$ cat src/rtl/nmi_agg_pkg.sv
package nmi_agg_pkg;
  localparam int NSRC   = 5;
  localparam int CTRL_W = 9;

  // source positions in both enable and status vectors
  localparam int SRC_DMA  = 0;
  localparam int SRC_FUNC = 1;
  localparam int SRC_SERR = 2;
  localparam int SRC_IOCK = 3;
  localparam int SRC_HUB  = 4;

  // control bits above the per-source enables
  localparam int C_FORCE  = 5;
  localparam int C_GLOBAL = 6;
  localparam int C_ROUTE  = 7;
  localparam int C_HPUNS  = 8;

  // sources silenced by the hot-plug-unsupported bit
  localparam logic [NSRC-1:0] PARITY_SRCS = 5'b10011;

  typedef enum logic [1:0] {
    REG_CTRL = 2'd0,
    REG_STS  = 2'd1
  } reg_sel_e;
endpackage

$ cat src/rtl/nmi_sticky_bit.sv
module nmi_sticky_bit (
  input  logic clk,
  input  logic rst_n,
  input  logic set_i,
  input  logic clr_i,
  output logic sts_o
);
  // set has priority over a simultaneous clear
  always_ff @(posedge clk) begin
    if (!rst_n)     sts_o <= 1'b0;
    else if (set_i) sts_o <= 1'b1;
    else if (clr_i) sts_o <= 1'b0;
  end
endmodule

$ cat src/rtl/nmi_src_bank.sv
module nmi_src_bank
  import nmi_agg_pkg::*;
#(
  parameter int N = NSRC,
  parameter logic [N-1:0] PAR_MASK = PARITY_SRCS
) (
  input  logic         clk,
  input  logic         rst_n,
  input  logic [N-1:0] ev_i,
  input  logic [N-1:0] en_i,
  input  logic         hp_block_i,
  input  logic [N-1:0] clr_i,
  output logic [N-1:0] sts_o
);
  logic [N-1:0] qual;

  for (genvar g = 0; g < N; g++) begin : g_src
    if (PAR_MASK[g]) begin : g_par
      assign qual[g] = ev_i[g] & en_i[g] & ~hp_block_i;
    end else begin : g_plain
      assign qual[g] = ev_i[g] & en_i[g];
    end

    nmi_sticky_bit u_bit (
      .clk   (clk),
      .rst_n (rst_n),
      .set_i (qual[g]),
      .clr_i (clr_i[g]),
      .sts_o (sts_o[g])
    );
  end
endmodule

$ cat src/rtl/nmi_agg_regs.sv
module nmi_agg_regs
  import nmi_agg_pkg::*;
#(
  parameter int ADDR_W = 2,
  parameter int DATA_W = 16
) (
  input  logic              clk,
  input  logic              rst_n,
  input  logic              wr_i,
  input  logic [ADDR_W-1:0] addr_i,
  input  logic [DATA_W-1:0] wdata_i,
  input  logic [NSRC-1:0]   sts_i,
  output logic [CTRL_W-1:0] ctrl_o,
  output logic [NSRC-1:0]   clr_o,
  output logic [DATA_W-1:0] rdata_o
);
  localparam logic [ADDR_W-1:0] A_CTRL = ADDR_W'(REG_CTRL);
  localparam logic [ADDR_W-1:0] A_STS  = ADDR_W'(REG_STS);

  always_ff @(posedge clk) begin
    if (!rst_n)
      ctrl_o <= '0;
    else if (wr_i && addr_i == A_CTRL)
      ctrl_o <= wdata_i[CTRL_W-1:0];
  end

  assign clr_o = (wr_i && addr_i == A_STS) ? wdata_i[NSRC-1:0] : '0;

  always_comb begin
    rdata_o = '0;
    if (addr_i == A_CTRL)     rdata_o[CTRL_W-1:0] = ctrl_o;
    else if (addr_i == A_STS) rdata_o[NSRC-1:0]   = sts_i;
  end
endmodule

$ cat src/rtl/nmi_out_stage.sv
module nmi_out_stage
  import nmi_agg_pkg::*;
(
  input  logic            clk,
  input  logic            rst_n,
  input  logic [NSRC-1:0] sts_i,
  input  logic            force_i,
  input  logic            global_i,
  input  logic            route_i,
  output logic            nmi_o,
  output logic            smi_o
);
  logic req;
  assign req = global_i & ((|sts_i) | force_i);

  always_ff @(posedge clk) begin
    if (!rst_n) begin
      nmi_o <= 1'b0;
      smi_o <= 1'b0;
    end else begin
      nmi_o <= req & ~route_i;
      smi_o <= req & route_i;
    end
  end
endmodule

$ cat src/rtl/err_nmi_agg.sv
module err_nmi_agg
  import nmi_agg_pkg::*;
#(
  parameter int ADDR_W = 2,
  parameter int DATA_W = 16
) (
  input  logic              clk,
  input  logic              rst_n,
  input  logic              bus_wr,
  input  logic [ADDR_W-1:0] bus_addr,
  input  logic [DATA_W-1:0] bus_wdata,
  output logic [DATA_W-1:0] bus_rdata,
  input  logic              ev_dma_par,
  input  logic              ev_func_par,
  input  logic              ev_serr,
  input  logic              ev_iochk,
  input  logic              ev_hub_par,
  output logic              nmi_req,
  output logic              smi_req
);
  logic [CTRL_W-1:0] ctrl_q;
  logic [NSRC-1:0]   sts_q;
  logic [NSRC-1:0]   clr_mask;
  logic [NSRC-1:0]   ev_vec;

  assign ev_vec[SRC_DMA]  = ev_dma_par;
  assign ev_vec[SRC_FUNC] = ev_func_par;
  assign ev_vec[SRC_SERR] = ev_serr;
  assign ev_vec[SRC_IOCK] = ev_iochk;
  assign ev_vec[SRC_HUB]  = ev_hub_par;

  nmi_agg_regs #(.ADDR_W(ADDR_W), .DATA_W(DATA_W)) u_regs (
    .clk     (clk),
    .rst_n   (rst_n),
    .wr_i    (bus_wr),
    .addr_i  (bus_addr),
    .wdata_i (bus_wdata),
    .sts_i   (sts_q),
    .ctrl_o  (ctrl_q),
    .clr_o   (clr_mask),
    .rdata_o (bus_rdata)
  );

  nmi_src_bank #(.N(NSRC), .PAR_MASK(PARITY_SRCS)) u_bank (
    .clk        (clk),
    .rst_n      (rst_n),
    .ev_i       (ev_vec),
    .en_i       (ctrl_q[NSRC-1:0]),
    .hp_block_i (ctrl_q[C_HPUNS]),
    .clr_i      (clr_mask),
    .sts_o      (sts_q)
  );

  nmi_out_stage u_out (
    .clk      (clk),
    .rst_n    (rst_n),
    .sts_i    (sts_q),
    .force_i  (ctrl_q[C_FORCE]),
    .global_i (ctrl_q[C_GLOBAL]),
    .route_i  (ctrl_q[C_ROUTE]),
    .nmi_o    (nmi_req),
    .smi_o    (smi_req)
  );
endmodule

$ cat config.mk
export PLATFORM = sky130hd
export DESIGN_NAME = err_nmi_agg
export DESIGN_NICKNAME = d
export VERILOG_FILES = /design/src/rtl/nmi_agg_pkg.sv /design/src/rtl/nmi_sticky_bit.sv /design/src/rtl/nmi_src_bank.sv /design/src/rtl/nmi_agg_regs.sv /design/src/rtl/nmi_out_stage.sv /design/src/rtl/err_nmi_agg.sv
export SDC_FILE = /design/constraint.sdc
export NUM_CORES = 1
export LEC_CHECK = 0
export ABC_AREA = 0
export BUFFER_PORTS_ARGS = -buffer_cell sky130_fd_sc_hd__buf_2
export CORE_UTILIZATION = 43
export CTS_CLUSTER_DIAMETER = 60
export DETAILED_ROUTE_END_ITERATION = 6
export PLACE_DENSITY = 0.76
export SYNTH_ARGS = -nofsm -noshare
export SYNTH_HDL_FRONTEND = slang
export SYNTH_SLANG_ARGS = --single-unit
$ cat constraint.sdc
create_clock -name clk -period 1.24 [get_ports clk]
set_input_delay 0.062 -clock clk [delete_from_list [all_inputs] [get_ports clk]]
set_output_delay 0.062 -clock clk [all_outputs]
set_load 0.02 [all_outputs]
# Word level (Yosys, flattened, before mapping)
# Cells that the tools add are included.
# totals
out_inout_bits,18
regBits,16
input_bits,26
wordCells,46
# classes
bitwise,14
n_eq_ne,1
muxes,14
reduce_logical,9
# op_table
cell,n
two-way mux 5 bit,3
AND 1 bit,11
two-way mux 1 bit,10
nonzero test 2 bit,5
OR reduction 5 bit,1
two-way mux 4 bit,1
"== test 2 x 1 -> 1 bit, second input constant",1
logical AND 1 bit,2
zero test 2 bit,1
inverter 1 bit,2
OR 1 bit,1

# Logic depth before layout (Yosys ltp)
# Gate-level depths: netlist (run 1).
# logic_depth
depth_word,5
depth_mapped,4
ltp_nobuf,2

# Hierarchy
# A second synthesis (run 1) with hierarchy kept.
# hier_totals
cells_unflattened,99
hier_area_um2,915.9
# modules_own_cells
module,seq_area_each_um2,area_per_inst_um2,cells_per_inst,instances
nmi_agg_regs,180.2,591.8,71,1
nmi_sticky_bit,20.0,41.3,3,5
nmi_out_stage,40.0,78.8,8,1
nmi_src_bank,0.0,38.8,5,1

# Worst setup path before layout (run 1)
# OpenSTA, ideal clock, no wires.
# synth_timing
path_kind,register to register
start,register u_bank.g_src[3].u_bit.sts_o
end,register u_out.nmi_o
setup_time_ns,0.133
path_stages_with_launch,3
synth_period_minus_slack_ns,0.856
path_slack_ns,0.384
t_required_ns,1.107
path_buffers,0
arrival_time_ns,0.723
path_cell_list,dfxtp_1 -> nor4_1 -> a211oi_1
# synth_via
elab_chain_cells,4
# synth_lines
element,line_no,source
from (decl),nmi_sticky_bit.sv:6,output logic sts_o
from (signal assigned),nmi_sticky_bit.sv:10,if (!rst_n) sts_o <= 1'b0;
from (signal assigned),nmi_sticky_bit.sv:11,else if (set_i) sts_o <= 1'b1;
from (signal assigned),nmi_sticky_bit.sv:12,else if (clr_i) sts_o <= 1'b0;
OR reduction 5 bit,nmi_out_stage.sv:14,assign req = global_i & ((|sts_i) | force_i);
OR 1 bit,nmi_out_stage.sv:14,
AND 1 bit,nmi_out_stage.sv:14,
AND 1 bit,nmi_out_stage.sv:21,nmi_o <= req & ~route_i;
to (signal assigned),nmi_out_stage.sv:21,
to (decl),nmi_out_stage.sv:10,"output logic nmi_o,"
# Every way passes these cells.
# A chain may end at the register's enable or synchronous reset.

# Worst setup path after layout (run 1)
# layout_timing
start,register u_bank.g_src[1].u_bit.sts_o
end,output bus_rdata[1]
# layout_via
elab_chain_cells,2
# layout_lines
element,line_no,source
from (decl),nmi_sticky_bit.sv:6,
from (signal assigned),nmi_sticky_bit.sv:10,
from (signal assigned),nmi_sticky_bit.sv:11,
from (signal assigned),nmi_sticky_bit.sv:12,
two-way mux 5 bit,nmi_agg_regs.sv:32,else if (addr_i == A_STS) rdata_o[NSRC-1:0] = sts_i;
two-way mux 5 bit,nmi_agg_regs.sv:31,if (addr_i == A_CTRL) rdata_o[CTRL_W-1:0] = ctrl_o;
to (decl),err_nmi_agg.sv:12,"output logic [DATA_W-1:0] bus_rdata,"
# Every way passes these cells.

==> results of run 1 <==
==> where the power goes <==
| part | total (uW) | switching [uW] | internal, uW |
|---|---|---|---|
| combinational | 147 | 86.4 | 60.5 |
| sequential | 539 | 11.5 | 528 |
| clock | 270 | 157 | 113 |
| total | 956 | 255 | 701 |
==> final timing paths <==
check                                                  from               end  slack [ns]  cells after the start
worst max-delay path            u_bank.g_src[1].u_bit.sts_o      bus_rdata[1]        0.17                      3
worst min-delay path                           bus_wdata[4]  u_regs.ctrl_o[4]        0.02                      3
worst max register to register  u_bank.g_src[2].u_bit.sts_o       u_out.nmi_o        0.28                      2
worst min register to register             u_regs.ctrl_o[7]       u_out.nmi_o        0.47                      1
==> layer usage <==
metal | vias up | wire [um] | GRT usage [%] | share of wire (%)
li1 | 381 | - | - | -
met1 | 345 | 782 | 22.8 | 45
met2 | 30 | 809 | 30.7 | 47
met3 | 2 | 123 | 6.35 | 7.1
met4 | 0 | 21 | 7.06 | 1.2
met5 | - | 0 | 0 | 0
==> layout make-up <==
class | count | area share [%]
Inverter | 1 | 0.370
Sequential cell | 16 | 31.6
Clock buffer | 3 | 2.22
Multi-Input combinational cell | 74 | 44.2
Timing Repair Buffer | 34 | 18.5
Tap cell | 25 | 3.09
==> registers in the layout (all words and copies together), names as in the netlist <==
name,count
u_regs.ctrl_o,9
u_bank.g_src.u_bit.sts_o,5
u_out.nmi_o,1
u_out.smi_o,1
==> what timing repair did <==
action,CTS,global route
hold buffers,2,0
buffers inserted,0,0
gates resized for setup,0,0
endpoints found under the hold margin,2,0
==> cell families (layout without fill, tap and decap cells) <==
logic type	Yosys count	in the layout	synth area share [%]
compound gates	9	9	6.62
buf+inv	14	38	11.0
flops	16	16	38.5
mux	14	14	16.8
other cells	1	7	0.451
simple gates	44	44	26.6
==> cells in the mapped netlist (2+ instances only) <==
master,count,area (um2)
buf_2,4,20.0
a311oi_1,2,17.5
buf_4,9,67.6
nor2_1,7,26.3
a21oi_1,3,15.0
mux2i_1,14,140
o21ai_0,3,15.0
and4b_1,3,30.0
dfxtp_1,16,320
nand4b_1,3,26.3
and2_1,4,25.0
nand2_1,23,86.3
==> worst max-delay path, delay by kind of cell, from the launching register on <==
family | cells | cell delay (ns)
buf+inv | 1 | 0.16
flops | 1 | 0.38
mux | 1 | 0.09
simple gates | 1 | 0.08
==> through the flow <==
stage	instance area, um2	util, %	instances	hold WS, ns	setup slack [ns]
2_1_floorplan	855	-	104	0.168	0.384
3_3_place_gp	971	55.0	148	0.275	0.298
3_5_place_dp	971	55.0	148	0.279	0.277
4_1_cts	1010	57.4	153	0.00937	0.158
5_1_grt	1010	57.4	153	0.0242	0.0935
6_report	1010	57.4	153	0.0157	0.171
==> cells in the final DEF (no fill, tap or decap) <==
cell type	Yosys	routed
buf_4	9	3
mux2i_1	14	14
inv_1	1	1
and3b_1	1	1
dfxtp_1	16	16
clkbuf_4	0	3
and2_1	4	4
conb_1	1	7
o21ai_0	3	3
nor2_1	7	7
a21oi_1	3	3
and4b_1	3	3
nor4_1	1	1
nand4b_1	3	3
buf_2	4	29
dlygate4sd3_1	0	2
a311oi_1	2	2
nor3b_2	0	1
nand2_1	23	23
a211oi_1	1	1
nand3_1	1	1
==> summary.md, run 1 <==
| Metric | Value |
|---|---|
| Status | `finished, final reports clean` |
| RSZ-0062 raised after global routing | `false` |
| Filler cells | `179` |
| Worst Path Max Fanout | `3` |
| Seq/Total Area, Yosys | `38.5%` |
| Synthesized area | `832 um2` |
| Critical Path AT | `1.01 ns` |
| Antenna Nets Post-Route | `0` |
| Routed via count | `758` |
| Area grow syn2layout | `21.8%` |
| Grt total ovfl | `0` |
| Initial DRC count | `14` |
| DIE AREA | `2120 um2` |
| Slew Viols, Final | `0` |
| Clock skew | `0.00998 ns` |
| CTS tree | `built` |
| Clk pin slew, worst setup/hold paths | `0.09 ns` |
| Die height | `46.0 um` |
| Fraction of layout cells with a size suffix above 1 | `28.1%` |
| First-pass detailed-route iteration total | `4` |
| Largest net degree at the start of global routing | `17` |
| Footprint of the multi-input gates | `448 um2` |
| Pwr Density | `944 nW/um2` |
| Root buf cell | `clkbuf_4` |
| Library cells used by synthesis | `19` |
| CP max stage cell | `dfxtp_1` |
| Clock buffer count from CTS | `3` |
| Crit path largest cell delay | `0.38 ns` |
| Input/output buffers | `29` |
| Remaining DRCs | `0` |
| Synthesized instance count | `98` |
| Wirelength per Cell | `11.4 um` |
| Avg Inst Size Synth | `8.49 um2` |
| Predominant post-synthesis flop cell | `dfxtp_1` |
| Yosys warns | `0` |
| Post-synth EDFFs | `0` |
| Worst setup SP type | `register` |
| GP Congestion | `0.698` |
| Clock insertion delay at the later pin of the skew report | `0.29 ns` |
| Fin nets | `156` |
| Hold WC Path Type | `input port to register` |
| CP Cell Sequence | `mux2i_1 -> nor2_1 -> buf_2` |
| VDD IR max | `0.000611 V` |
| Ant. Diodes | `0` |
| Req. time, crit path | `1.18 ns` |
| Initial antenna violation count | `0` |
| Routed Wire Length | `1.74 mm` |
| Final Hold Vio Count | `0` |
| Core Area | `1760 um2` |
| Vias in the first global route | `645` |
| Global-route wire length before repair | `2.76 mm` |
| Rows | `15` |
| Chip width | `46.0 um` |
| Final setup viols | `0` |
| FFs w/ async S/R, synth | `0%` |
| Fin crit period | `1.07 ns` |
| Setup TNS Final | `0 ns` |
| CP endpoint kind | `output port` |
| F_max | `935 MHz` |
| DP HPWL | `1.26 mm` |
| Initial core utilization | `47.2%` |
| Vias/cell | `4.95` |
| Leakage | `0.000474 uW` |
| Final period util | `86.2%` |
| Clk buf depth | `2` |
| Power, Total | `956 uW` |
| Total clock sinks | `16` |
| Total track usage | `18.9%` |
| Reg area | `320 um2` |
| WS Path Type | `register to output port` |
| # IOs | `44` |
| H-tree Lvls | `1` |
| Yosys reg bits | `16` |
| Number of max-cap violations | `0` |
Power figures use the tool's default switching activity.
==> run 2: changes to the inputs <==
--- a/config.mk
+++ b/config.mk
@@ -5,9 +5,9 @@
 export SDC_FILE = /design/constraint.sdc
 export NUM_CORES = 1
 export LEC_CHECK = 0
-export ABC_AREA = 0
+export ABC_AREA = 1
 export BUFFER_PORTS_ARGS = -buffer_cell sky130_fd_sc_hd__buf_2
-export CORE_UTILIZATION = 43
+export CORE_UTILIZATION = 42
 export CTS_CLUSTER_DIAMETER = 60
 export DETAILED_ROUTE_END_ITERATION = 6
 export PLACE_DENSITY = 0.76
==> summary.md, run 2 <==
| Metric | Value |
|---|---|
| Filler cells | `172 (-3.9%)` |
| Status | `complete, but fails checks` |
| Final setup viols | `0 (unchanged)` |
| Yosys reg bits | `16 (unchanged)` |
| Remaining DRCs | `2 (+2)` |
| Largest net degree at the start of global routing | `12 (-5)` |
| Reg area | `320 um2 (unchanged)` |
| Initial core utilization | `44.5% (-2.6 points)` |
| Wirelength per Cell | `10.5 um (-7.8%)` |
| Placed Area | `897 um2 (-7.6%)` |
| Count leader, synth | `nor2_1` |
| Initial antenna violation count | `0 (unchanged)` |
| Input/output buffers | `29 (unchanged)` |
| Biggest register | `u_regs.ctrl_o` |
| Post-synth top cells | `nor2_1 (27), nand2_1 (17), dfxtp_1 (16)` |
| Clock buffer count from CTS | `3 (unchanged)` |
| Area grow syn2layout | `20.9%` |
| Fin crit period | `1.06 ns (-0.00873 ns)` |
| PostCTS Resize Cnt | `0 (unchanged)` |
| Library cells used by synthesis | `16 (-3)` |
| GP Congestion | `0.769 (+10%)` |
| Post-place setup slack | `0.299 ns (+0.0221 ns)` |
| Failing checks | `design-rule violations` |
| R2R setup slack | `0.45 ns (+0.17 ns)` |
| Crit. Startpoint | `u_regs.ctrl_o[8]` |
| Worst Path Max Fanout | `4 (+1)` |
| Predominant post-synthesis flop cell | `dfxtp_1` |
| FFs w/ async S/R, synth | `0% (unchanged)` |
| Rows | `15 (unchanged)` |
| Hold WC Path Type | `input port to register` |
| First-pass detailed-route iteration total | `6 (+2)` |
| FF-to-FF End | `u_out.smi_o` |
| F_max | `943 MHz (+0.82%)` |
| Number of max-cap violations | `0 (unchanged)` |
| Avg Inst Size Synth | `6.98 um2 (-18%)` |
| Chip width | `44.6 um (-3.1%)` |
| Clock skew | `0.00139 ns (-0.00859 ns)` |
| DIE AREA | `1990 um2 (-6.1%)` |
| Grt total ovfl | `0 (unchanged)` |
| Fin nets | `166 (+6.4%)` |
| VDD IR max | `0.000510 V (-17%)` |
| Max FFs per register | `9 (unchanged)` |
| Worst reg-to-reg path cell count | `4 (+2)` |
| Core Area | `1710 um2 (-3.2%)` |
| Leakage | `0.000441 uW (-6.9%)` |
| WS Path Type | `register to output port` |
| CTS Hold Buffers Added | `0 (-2)` |
| Final Instance Area | `920 um2 (-9.3%)` |
| Pwr Density | `1070 nW/um2 (+13%)` |
| Layout Utilization | `53.8% (-3.6 points)` |
| Synthesized area | `761 um2 (-8.6%)` |
| Global-route wire length before repair | `2.68 mm (-3.0%)` |
| Commonest cells after routing, fill and taps aside | `buf_2 (29), nor2_1 (27), nand2_1 (17)` |
| Antenna Nets Post-Route | `0 (unchanged)` |
| Die height | `44.6 um (-3.1%)` |
| Post-synth EDFFs | `0 (unchanged)` |
| CTS tree | `built` |
| Ant. Diodes | `0 (unchanged)` |
| H-tree Lvls | `1 (unchanged)` |
| Vias/cell | `4.85 (-2.2%)` |
| Fraction of layout cells with a size suffix above 1 | `26.1% (-2.0 points)` |
| Worst reg2reg path startpoint | `u_bank.g_src[2].u_bit.sts_o` |
| Seq/Total Area, Yosys | `42.1% (+3.6 points)` |
| Post-CTS setup buffer count | `0 (unchanged)` |
| Initial DRC count | `28 (+14)` |
| Final Hold Vio Count | `0 (unchanged)` |
| Yosys warns | `0 (unchanged)` |
| Total clock sinks | `16 (unchanged)` |
| Clock insertion delay at the later pin of the skew report | `0.29 ns (about the same)` |
| Post-route worst setup slack | `0.180 ns (+0.00873 ns)` |
| Synth area leader | `dfxtp_1` |
| Synthesized instance count | `109 (+11%)` |
| Most common cell after layout, fill and taps aside | `buf_2` |
| Setup TNS Final | `0 ns (unchanged)` |
| Footprint of the multi-input gates | `365 um2 (-18%)` |
| DP HPWL | `1.22 mm (-2.8%)` |
| # IOs | `44 (unchanged)` |
| Top Registers | `u_regs.ctrl_o: 9 flops, u_bank.g_src.u_bit.sts_o: 5 flops` |
| Clk pin slew, worst setup/hold paths | `0.09 ns (about the same)` |
| Req. time, crit path | `1.18 ns (about the same)` |
| Worst hold start | `bus_wdata[8]` |
| CP Cell Sequence | `inv_1 -> nor2_1 -> buf_2` |
| Clk buf depth | `2 (unchanged)` |
| Slew Viols, Final | `0 (unchanged)` |
| Worst setup SP type | `register` |
| Vias in the first global route | `644 (-0.16%)` |
| Crit path largest cell delay | `0.34 ns (-0.04 ns)` |
| Area contributors post-synth | `dfxtp_1 (42%), nor2_1 (13%), nand2_1 (8.4%)` |
| Worst Hold Depth | `3 (unchanged)` |
| Routed Wire Length | `1.71 mm (-1.8%)` |
| Area share of the largest cell type after synthesis | `42.1% (+3.6 points)` |
| Critical Path AT | `1.00 ns (about the same)` |
| CP max stage cell | `dfxtp_1` |
| RSZ-0062 raised after global routing | `false` |
| Hold endpoint | `u_regs.ctrl_o[8]` |
| Root buf cell | `clkbuf_4` |
| Final period util | `85.5% (-0.70 points)` |
| CP endpoint kind | `output port` |
| Total track usage | `18.7% (-0.16 points)` |
| Routed via count | `790 (+4.2%)` |
## run 2: logic make-up (layout without fill, tap and decap cells)
logic type	after synthesis	after routing	synth area share, %
simple gates	61	61	35.4
buf+inv	17	40	12.8
flops	16	16	42.1
compound gates	14	14	9.21
other cells	1	7	0.493
## run 2: critical path, delay by kind of cell (launching register included)
| kind | cells | cell delay, ns |
|---|---|---|
| and+or+nand+nor | 1 | 0.11 |
| DFF | 1 | 0.34 |
| buffers and inverters | 2 | 0.26 |
## run 2: cell type report
type,instances,area share [%]
Multi-Input combinational cell,82,39.7
Sequential cell,16,34.8
Timing Repair Buffer,29,15.8
Inverter,8,3.81
Tap cell,25,3.40
Clock buffer,3,2.45
## run 2: per-layer routing
layer	wire length [um]	up-vias	GRT usage [%]
met5	0	-	0
met1	786	358	23.8
met3	69	5	2.45
met4	41	0	12.1
met2	808	28	29.7
li1	-	399	-
## run 2: power by group
group | switching [uW] | internal (uW) | leakage (uW)
clock | 161 | 113 | 0.0000138
combinational | 104 | 54.1 | 0.000297
sequential | 15.1 | 535 | 0.000130
## run 2: how the worst max path moves through the flow
| stage | endpoint | slack (ns) | cells past startpoint |
|---|---|---|---|
| after CTS | bus_rdata[8] | 0.19 | 3 |
| after floorplan | bus_rdata[7] | 0.51 | 2 |
| after global routing | bus_rdata[8] | 0.08 | 3 |
| after global placement | u_regs.ctrl_o[4] | 0.30 | 5 |
| after detailed placement | u_regs.ctrl_o[4] | 0.30 | 5 |
| final | bus_rdata[8] | 0.18 | 3 |
## run 2: metrics by stage
stage	cells	power [uW]	hold slack, ns
6_report	163	982	0.00399
5_1_grt	163	1030	0.0138
4_1_cts	163	979	0.0114
3_5_place_dp	160	718	0.307
3_3_place_gp	160	716	0.297
2_1_floorplan	115	676	0.209
==> run 3: changes to the inputs <==
--- a/config.mk
+++ b/config.mk
@@ -7,10 +7,11 @@
 export LEC_CHECK = 0
 export ABC_AREA = 1
 export BUFFER_PORTS_ARGS = -buffer_cell sky130_fd_sc_hd__buf_2
-export CORE_UTILIZATION = 42
+export CORE_UTILIZATION = 40
+export CTS_BUF_LIST = sky130_fd_sc_hd__clkbuf_4 sky130_fd_sc_hd__clkbuf_8
 export CTS_CLUSTER_DIAMETER = 60
 export DETAILED_ROUTE_END_ITERATION = 6
-export PLACE_DENSITY = 0.76
+export PLACE_DENSITY = 0.73
 export SYNTH_ARGS = -nofsm -noshare
 export SYNTH_HDL_FRONTEND = slang
 export SYNTH_SLANG_ARGS = --single-unit
==> summary.md, run 3 (synthesis results as in run 2) <==
| Metric | Value |
|---|---|
| Status | `finished, final reports clean` |
| Biggest register | `u_regs.ctrl_o` |
| Clk pin slew, worst setup/hold paths | `0.10 ns (about the same)` |
| Clock insertion delay at the later pin of the skew report | `0.29 ns (about the same)` |
| Internal | `770 uW (+9.7%)` |
| Ant. Diodes | `0 (unchanged)` |
| Most common cell after layout, fill and taps aside | `buf_2` |
| DP HPWL | `1.23 mm (+0.83%)` |
| CP delay by family, top | `flip-flops` |
| CTS tree | `built` |
| Global-route wire length before repair | `2.48 mm (-7.2%)` |
| Die height | `45.6 um (+2.4%)` |
| Final setup viols | `0 (unchanged)` |
| H-tree Lvls | `1 (unchanged)` |
| Final std cells w/o fill | `165 (+1.2%)` |
| Total clock sinks | `16 (unchanged)` |
| Critical Path AT | `0.98 ns (-0.02 ns)` |
| Fin crit period | `1.05 ns (-0.0139 ns)` |
| F_max | `956 MHz (+1.3%)` |
| Final Hold Vio Count | `0 (unchanged)` |
| Input/output buffers | `29 (unchanged)` |
| Comb power frac | `15.2% (-0.9 points)` |
| Total track usage | `17.1% (-1.6 points)` |
| Commonest cells after routing, fill and taps aside | `buf_2 (29), nor2_1 (27), nand2_1 (17)` |
| Switch share | `27.1% (-1.4 points)` |
| Largest net degree at the start of global routing | `12 (unchanged)` |
| Setup TNS Final | `0 ns (unchanged)` |
| Vias/cell | `4.66 (-3.8%)` |
| Clock skew | `0.00668 ns (+0.00529 ns)` |
| Worst reg2reg path startpoint | `u_bank.g_src[2].u_bit.sts_o` |
| Leakage | `0.000452 uW (+2.6%)` |
| Root buf cell | `clkbuf_4` |
| CP max stage cell | `dfxtp_1` |
| Grt total ovfl | `0 (unchanged)` |
| Crit. Startpoint | `u_bank.g_src[0].u_bit.sts_o` |
| Initial antenna violation count | `0 (unchanged)` |
| Hold WC Path Type | `input port to register` |
| Area grow syn2layout | `24.0%` |
| Req. time, crit path | `1.18 ns (about the same)` |
| Routed Wire Length | `1.69 mm (-1.1%)` |
| WS Path Type | `register to output port` |
| Antenna Nets Post-Route | `0 (unchanged)` |
| CP endpoint kind | `output port` |
| DIE AREA | `2080 um2 (+4.8%)` |
| Routed via count | `769 (-2.7%)` |
| Number of max-cap violations | `0 (unchanged)` |
| Wirelength per Cell | `10.2 um (-2.3%)` |
| Slew Viols, Final | `0 (unchanged)` |
| Initial core utilization | `43.6% (-0.96 points)` |
| RSZ-0062 raised after global routing | `false` |
| VDD IR max | `0.000487 V (-4.6%)` |
| Worst setup SP type | `register` |
| Clock power frac | `32.8% (+4.9 points)` |
| Post-CTS setup buffer count | `0 (unchanged)` |
| Max FFs per register | `9 (unchanged)` |
| Initial DRC count | `21 (-25%)` |
| Crit path largest cell delay | `0.37 ns (+0.03 ns)` |
| Layout Utilization | `54.1% (+0.20 points)` |
| Rows | `15 (unchanged)` |
| Flop pwr share | `52.0% (-4.0 points)` |
| Hold Slack | `0.0103 ns (+0.00627 ns)` |
| Fin nets | `167 (+0.60%)` |
| Worst Path Max Fanout | `3 (-1)` |
| GP Congestion | `0.751 (-2.3%)` |
| Chip width | `45.6 um (+2.4%)` |
| CP Cell Sequence | `nand3_1 -> nand2_1 -> buf_2` |
| Pwr Density | `1120 nW/um2 (+4.8%)` |
| First-pass detailed-route iteration total | `4 (-2)` |
| Top Registers | `u_regs.ctrl_o: 9 flops, u_bank.g_src.u_bit.sts_o: 5 flops` |
| Clock buffer count from CTS | `3 (unchanged)` |
| # IOs | `44 (unchanged)` |
| Clk buf depth | `2 (unchanged)` |
| PostCTS Resize Cnt | `0 (unchanged)` |
| Worst path bufs/invs | `1 (-1)` |
| Final period util | `84.4% (-1.1 points)` |
| Inst Count DP | `160 (unchanged)` |
| Core Area | `1750 um2 (+2.2%)` |
| Vias in the first global route | `610 (-5.3%)` |
| Switching power | `286 uW (+2.0%)` |
| Fraction of layout cells with a size suffix above 1 | `26.4% (+0.34 points)` |
| Remaining DRCs | `0 (-2)` |
| Worst hold start | `ev_serr` |
## run 3: cell count changes in the layout (fill, tap and decap cells not counted), sizes merged
| cell | previous run | this run |
|---|---|---|
| clkbuf | 3 | 4 |
| dlygate4sd3 | 0 | 1 |
## run 3: worst reg2reg max path, stage by stage (launching register included)
cell	delay [ns]
dfxtp_1	0.34
nor2_1	0.12
nand3_1	0.10
nand3_1	0.10
nor2_1	0.04
## run 3: layout make-up
cell class                 count  area [um2]
fill                         186         802
multi-input combinational     82         365
sequential                    16         320
timing repair buffer          30         155
clock buffer                   4        36.3
inverter                       8        35.0
tap                           25        31.3
## run 3: worst paths after layout
path                                                    end  slack, ns  cells past startpoint
worst max register to register                  u_out.nmi_o       0.45                      4
worst max-delay path                           bus_rdata[0]       0.19                      3
worst min-delay path            u_bank.g_src[2].u_bit.sts_o       0.01                      3
worst min register to register                  u_out.nmi_o       0.44                      1
## run 3: power by group through the flow
stage	sequential [uW]	combinational, uW	clock [uW]
finish	549	161	346
global route	553	177	385
CTS	549	159	353
detailed placement	561	158	0
global placement	560	155	0
floorplan	559	117	0
## run 3: stage by stage
stage | setup slack [ns] | power, uW | cell area [um2]
after floorplan | 0.509 | 676 | 783
after detailed placement | 0.279 | 719 | 897
after global routing | 0.101 | 1120 | 943
after CTS | 0.191 | 1060 | 933
after global placement | 0.302 | 715 | 897
final | 0.194 | 1060 | 943
## run 3: timing repair
| action | in CTS | in global routing |
|---|---|---|
| hold buffers | 0 | 1 |
| setup endpoints to repair | 0 | 0 |
| endpoints found under the hold margin | 0 | 1 |
## run 3: layer usage
layer,wire length (um),up-vias,track usage (%)
met4,27,0,9.70
met2,834,32,28.0
li1,-,397,-
met1,722,336,20.7
met5,0,-,0
met3,103,4,3.57
